**config.mk**
```make
export PLATFORM = sky130hd
export DESIGN_NAME = dbg_port
export DESIGN_NICKNAME = d
export VERILOG_FILES = /design/src/rtl/dbg_port.sv
export SDC_FILE = /design/constraint.sdc
export NUM_CORES = 1
export LEC_CHECK = 0
export ABC_AREA = 1
export BUFFER_PORTS_ARGS = -buffer_cell sky130_fd_sc_hd__buf_4
export CORE_AREA = 2 2 157 159
export CTS_CLUSTER_SIZE = 10
export DETAILED_ROUTE_END_ITERATION = 10
export DIE_AREA = 0 0 159 161
export PLACE_DENSITY_LB_ADDON = 0.05
export SLEW_MARGIN = 20
export SYNTH_ARGS = -nofsm -noshare
export SYNTH_HDL_FRONTEND = slang
export SYNTH_SLANG_ARGS = --single-unit
```
**constraint.sdc**
```tcl
create_clock -name clk -period 1.69 [get_ports clk]
set_input_delay 0.338 -clock clk [delete_from_list [all_inputs] [get_ports clk]]
set_output_delay 0.338 -clock clk [all_outputs]
set_load 0.05 [all_outputs]
```
**src/rtl/dbg_port.sv**
```systemverilog
module dbg_port #(
  parameter int DW   = 64,
  parameter int AW   = 4,
  parameter int IW   = 8,
  parameter int NREG = 46,
  localparam int SW  = $clog2(NREG)
) (
  input  logic          clk,
  input  logic          rst_n,
  input  logic          req,
  input  logic [AW-1:0] addr,
  input  logic [DW-1:0] wdata,
  input  logic          wen,
  output logic          ack,
  output logic [DW-1:0] rdata,
  output logic          halt_req,
  output logic          step,
  input  logic          core_halted,
  input  logic [DW-1:0] nia,
  input  logic [DW-1:0] msr,
  input  logic [DW-1:0] cr,
  input  logic          xer_so,
  input  logic          xer_ca,
  input  logic          xer_ca32,
  input  logic          xer_ov,
  input  logic          xer_ov32,
  output logic [SW-1:0] reg_sel,
  input  logic [DW-1:0] reg_data
);
  localparam logic [AW-1:0] A_CTRL = AW'(0);
  localparam logic [AW-1:0] A_STAT = AW'(1);
  localparam logic [AW-1:0] A_NIA  = AW'(2);
  localparam logic [AW-1:0] A_MSR  = AW'(3);
  localparam logic [AW-1:0] A_IDX  = AW'(4);
  localparam logic [AW-1:0] A_DATA = AW'(5);
  localparam logic [AW-1:0] A_CR   = AW'(8);
  localparam logic [AW-1:0] A_XER  = AW'(9);
  localparam int B_STOP   = 0;
  localparam int B_RESUME = 1;
  localparam int B_STEP   = 3;
  localparam int B_HALTED = 1;
  localparam logic [IW-1:0] LAST_IDX = IW'(NREG - 1);

  logic          pend;
  logic          acc;
  logic          stopped;
  logic          step_busy;
  logic [IW-1:0] idx;
  logic [DW-1:0] rd_mux;
  logic          unused_bits;

  assign acc         = req & ~ack & ~pend;
  assign reg_sel     = idx[SW-1:0];
  assign unused_bits = ^wdata[DW-1:IW];

  always_comb begin
    rd_mux = '0;
    case (addr)
      A_STAT:  rd_mux[B_HALTED] = stopped;
      A_NIA:   rd_mux = nia;
      A_MSR:   rd_mux = msr;
      A_IDX:   rd_mux[IW-1:0] = idx;
      A_DATA:  if (idx <= LAST_IDX) rd_mux = reg_data;
      A_CR:    rd_mux = cr;
      A_XER:   rd_mux[5:0] = {xer_ov32, xer_ov, xer_ca32, xer_ca, 1'b0, xer_so};
      default: rd_mux = '0;
    endcase
  end

  always_ff @(posedge clk) begin
    if (!rst_n) begin
      ack       <= 1'b0;
      pend      <= 1'b0;
      rdata     <= '0;
      halt_req  <= 1'b0;
      step      <= 1'b0;
      stopped   <= 1'b0;
      step_busy <= 1'b0;
      idx       <= '0;
    end else begin
      ack  <= acc;
      step <= 1'b0;
      if (acc) pend <= 1'b1;
      else if (!req) pend <= 1'b0;
      if (acc) rdata <= wen ? '0 : rd_mux;
      if (step_busy && !core_halted) step_busy <= 1'b0;
      if (halt_req && core_halted && !step_busy) stopped <= 1'b1;
      if (acc && wen) begin
        case (addr)
          A_CTRL: begin
            if (wdata[B_STOP]) begin
              halt_req <= 1'b1;
            end else if (wdata[B_RESUME]) begin
              halt_req  <= 1'b0;
              stopped   <= 1'b0;
              step_busy <= 1'b0;
            end
            if (wdata[B_STEP] && stopped && !wdata[B_RESUME]) begin
              step      <= 1'b1;
              stopped   <= 1'b0;
              step_busy <= 1'b1;
            end
          end
          A_IDX:   idx <= wdata[IW-1:0];
          default: ;
        endcase
      end
    end
  end
endmodule

```
==> After elaboration in Yosys (flattened, before gate mapping) <==
Index checks and enable logic that the tools add are counted.
{ "totals": {"reg_bits": 78, "wordCells": 59} }
{ "classes": {"n_lt_le_gt_ge": 1, "eq_ne": 8, "mux": 24, "bitwise_logic": 4, "n_reduce_logical": 14} }
{ "op_table": {"columns": ["cell", "count"], "rows": [
  ["case mux 56 bit (4 select lines)", 1],
  ["two-way mux 64 bit", 2],
  ["case mux 4 bit (6 select lines)", 1],
  ["two-way mux 1 bit", 17],
  ["case mux 1 bit (6 select lines)", 2],
  ["case mux 2 bit (5 select lines)", 1],
  ["== test 4 x 2 -> 1 bit, second input constant", 2],
  ["== test 4 x 3 -> 1 bit, second input constant", 2],
  ["== test 4 bit, second input constant", 2],
  ["less-or-equal comparator 8 x 6 -> 1 bit, second input constant", 1],
  ["logical AND 1 bit", 6],
  ["AND reduction 3 bit", 2],
  ["== test 4 x 1 -> 1 bit, second input constant", 1],
  ["zero test 4 bit", 1],
  ["zero test 1 bit", 3],
  ["AND 1 bit", 2],
  ["inequality test 2 x 1 -> 1 bit, second input constant", 1],
  ["inverter 1 bit", 2],
  ["AND reduction 2 bit", 1],
  ["nonzero test 2 bit", 1]
]} }

==> Logic depth before layout (Yosys ltp) <==
{ "depth": {"depth_word": 8, "depth_mapped": 11} }

==> Worst setup path before layout <==
No wires, ideal clock.
{ "synth_path": {"path_kind": "reg-to-reg", "startpoint": "register ack", "endpoint": "register rdata[10]", "setup_time_ns": 0.070, "t_arrival_ns": 1.578, "setup_slack_ns": 0.042, "path_stages_with_launch": 7, "synth_period_minus_slack_ns": 1.648, "cell_sequence": "dfxtp_1 > inv_1 > nand2_1 > clkbuf_1 > clkbuf_1 > nand2_1 > a21oi_1"} }
{ "synth_via": {"elab_chain_cells": 3} }
{ "synth_lines": {"columns": ["item", "line_no", "source"], "rows": [
  ["from (decl)", "14", "output logic ack,"],
  ["from (signal assigned)", "72", "ack <= 1'b0;"],
  ["from (signal assigned)", "81", "ack <= acc;"],
  ["inverter 1 bit", "52", "assign acc = req & ~ack & ~pend;"],
  ["AND 1 bit (2 in a row)", "52", null],
  ["to (signal assigned)", "85", "if (acc) rdata <= wen ? '0 : rd_mux;"],
  ["to (decl)", "15", "output logic [DW-1:0] rdata,"]
]} }
No other way between the ends.
A chain may end at the register's enable or synchronous reset.

==> Final worst setup path <==
{ "layout_path": {"startpoint": "register pend", "endpoint": "register rdata[5]"} }
{ "layout_via": {"elab_chain_cells": 2} }
{ "layout_lines": {"columns": ["item", "line_no", "source"], "rows": [
  ["from (decl)", "44", "logic pend;"],
  ["from (signal assigned)", "73", "pend <= 1'b0;"],
  ["from (signal assigned)", "83", "if (acc) pend <= 1'b1;"],
  ["from (signal assigned)", "84", "else if (!req) pend <= 1'b0;"],
  ["inverter 1 bit", "52", null],
  ["AND 1 bit", "52", null]
]} }
No other way between the ends.

==> key figures <==
Cells and area
  – Non-filler cells, final: 1,616
  – Fin area: 0.008875 mm^2
  – Commonest cells after routing, fill and taps aside: buf_4, nand2_1, nor2_1
  – P&R area growth vs syn: 66.27%
  – Commonest non-fill, non-tap cell in the layout: buf_4
  – Share of layout cells above drive strength 1: 33.18%
  – Net total in the final layout: 1,620

Critical path
  – Crit path DAT: 1.73 ns
  – Reg2reg path depth: 8
  – Worst path required time: 1.96 ns
  – Startpoint type of the worst setup path: register
  – Critical path type: register to register
  – RR Endpoint: rdata[5]
  – Slowest Stage Delay on Critical Path: 0.32 ns
  – Cells along the critical path: nor2_1, nand2_2, nor2_2, buf_4, a21boi_0, buf_4, nand2_1, a21oi_1
  – Worst path slowest cell: dfxtp_1
  – CP dominant cell by count: buf_4
  – Worst R2R Setup Slack: 0.22 ns
  – R2R Path Start: pend
  – Setup crit end kind: register
  – Worst-path fanout max: 5

Power and ir drop
  – Leak: 4.628 nW
  – Combinational power share: 20.6%
  – Sw Ratio: 25.71%
  – P per Cell Area: 586.9 mW/mm^2
  – Switching power: 0.001339 W
  – Total power: 0.005209 W
  – Internal cell power: 0.003870 W
  – Register share of total power: 35.7%
  – Clk pwr share: 43.7%
  – Peak VDD IR: 0.3933 mV

STA
  – Hold Vio Cnt, Final: 0
  – Setup violation total in the final timing report: 0
  – WHS: 0.2501 ns
  – Slew Limit Fails: 0
  – Final period util: 86.70%
  – TNS Setup: 0 ns
  – Final min period: 1.465 ns
  – Peak Freq: 682.5 MHz
  – Tightest Pin Transition: 0.4269 ns
  – Relative slew slack: 71.54%
  – Unrepaired setup endpoints after global routing: false
  – Setup Skew: 0.009434 ns

Drt
  – DR WL/cell: 15.86 um
  – # DRC: 0
  – First-iteration detailed-routing DRC count: 266
  – Post-DRT Antenna Nets: 0
  – First-pass DRT Iterations: 5
  – Final wirelength: 25.64 mm
  – Routed vias: 7,034
  – Drt via density: 4.353

Yosys
  – Largest family of logic cells by synthesized area: simple AND/OR/NAND/NOR gates
  – Synth unique cells: 23
  – Synth Register Bits: 78
  – Syn Inst Count: 951
  – Yosys warnings: 0
  – Avg Inst Size Synth: 5.613 um^2
  – Mapped cell area: 0.005338 mm^2
  – Syn_nets: 1,285
  – Post-Synth XOR/XNOR Area: 0%
  – Post-Synth Simple-Gate Area: 50.52%
  – Synth Area in Compound Gates: 8.462%
  – Sequential share of the synthesized area: 29.25%
  – Mux cell area share after synthesis: 0%
  – Top-area cell type share of the netlist area: 29.25%
  – Synth area leaders: dfxtp_1, nand2_1, nor2_1
  – Synth Area in Adders: 0%
  – Yosys top cell by area: dfxtp_1

Floorplan
  – IO Pins: 407
  – Die boundary width: 159 um
  – Core area: 0.02396 mm^2
  – Initial core utilization: 22.27%
  – Die area: 0.02560 mm^2
  – Die Height: 161 um
  – Row count: 57

Placement
  – DP HPWL: 19.63 mm
  – GPL Wtd Cong: 0.8452
  – Placed Area: 0.008531 mm^2
  – IO Port Bufs: 350
  – Inst Count DP: 1,599

Hold path
  – WHS Path Cells: 3
  – Critical hold path startpoint: req
  – Hold Crit Class: primary input to register
  – Worst Hold Endpoint: pend

Clock network
  – Total CTS buffers: 9
  – H-Tree Depth: 3
  – Clock root buffer: clkbuf_16
  – Clk_lat worst skew: 0.34 ns
  – Reg clk slew, reported paths: 0.07 ns
  – Clk buf depth: 2
  – Setup repair bufs after CTS: 0
  – Clock sinks: 78
  – CTS tree: done

Status
  – Run status: finished clean

Global route
  – Largest net degree at the start of global routing: 73
  – First-pass GRT wire length: 39.39 mm
  – Total GRT Usage: 19.59%
  – Initial antenna violation count: 2
  – Vias in the first global route: 7,072
  – Overflow after GRT: 0

Run
  – Max Cap Violations: 0
[cells by family (layout without fill, tap and decap cells)]
logic type	count (synthesis)	in the layout
AO/OA/AOI/OAI	88	88
other	0	2
AND/OR/NAND/NOR	644	644
buffers and inverters	141	480
flip-flops	78	78
[worst max path at each step]
stage	depth (start not counted)	endpoint	from
detailed placement	10	rdata[0]	req
floorplan	6	rdata[10]	ack
finish	8	rdata[5]	pend
global route	8	rdata[3]	pend
global placement	10	rdata[5]	req
CTS	8	rdata[5]	pend
[critical path: cells and delay by family, from the launching register on]
family	cells	cell delay, ns
buf+inv	2	0.33
flops	1	0.32
simple gates	4	0.41
compound gates	2	0.32
[state kept, by name (all words and copies together), names as in the netlist]
signal,flops
rdata,64
idx,8
ack,1
halt_req,1
pend,1
step,1
step_busy,1
stopped,1
[cells in the mapped netlist]
| master | number |
|---|---|
| o22ai_1 | 1 |
| inv_1 | 69 |
| buf_6 | 5 |
| nand3_1 | 57 |
| a211oi_1 | 2 |
| nor3b_1 | 1 |
| dfxtp_1 | 78 |
| o21ai_0 | 11 |
| nor3_1 | 1 |
| inv_2 | 5 |
| nor2_4 | 3 |
| nor2_2 | 5 |
| nand4_1 | 64 |
| nand2_1 | 379 |
| o21a_1 | 1 |
| nand2_2 | 2 |
| buf_4 | 8 |
| a21boi_0 | 1 |
| a21oi_1 | 72 |
| buf_2 | 25 |
| nor2_1 | 131 |
| and3_1 | 1 |
| clkbuf_1 | 29 |
[routing by layer]
layer	part of all wire [%]	track usage [%]
met1	43	23.68
met2	48	33.66
met3	6.9	5.316
met4	2.1	6.694
met5	0	0
[final cells by class]
type | count | area (um^2)
antenna | 2 | 5.005
clock buffer | 9 | 225.2
clock inverter | 6 | 111.4
fill | 2744 | 15090
inverter | 74 | 277.8
multi-input combinational | 732 | 3178
sequential | 78 | 1562
tap | 324 | 405.4
timing repair buffer | 391 | 3110
[metrics by stage]
step                      util, %  setup slack (ns)
after global placement      35.60          -0.01003
final                       37.04            0.2248
after floorplan                 -           0.04173
after global routing        37.02           0.06170
after CTS                   37.00           0.09568
after detailed placement    35.60         -0.009660
[power groups by stage]
stage | combinational [W] | sequential, W | clock, W
after CTS | 0.00109 | 0.00186 | 0.00235
after floorplan | 0.000346 | 0.00193 | 0
final | 0.00107 | 0.00186 | 0.00228
after detailed placement | 0.00109 | 0.00190 | 0
after global routing | 0.00118 | 0.00186 | 0.00242
after global placement | 0.00109 | 0.00190 | 0
[repair_timing]
| action | CTS | global route |
|---|---|---|
| endpoints found under the setup margin | 0 | 5 |
| hold buffers | 0 | 0 |
| resized for setup | 0 | 1 |
(Power assumes the default switching activity.)
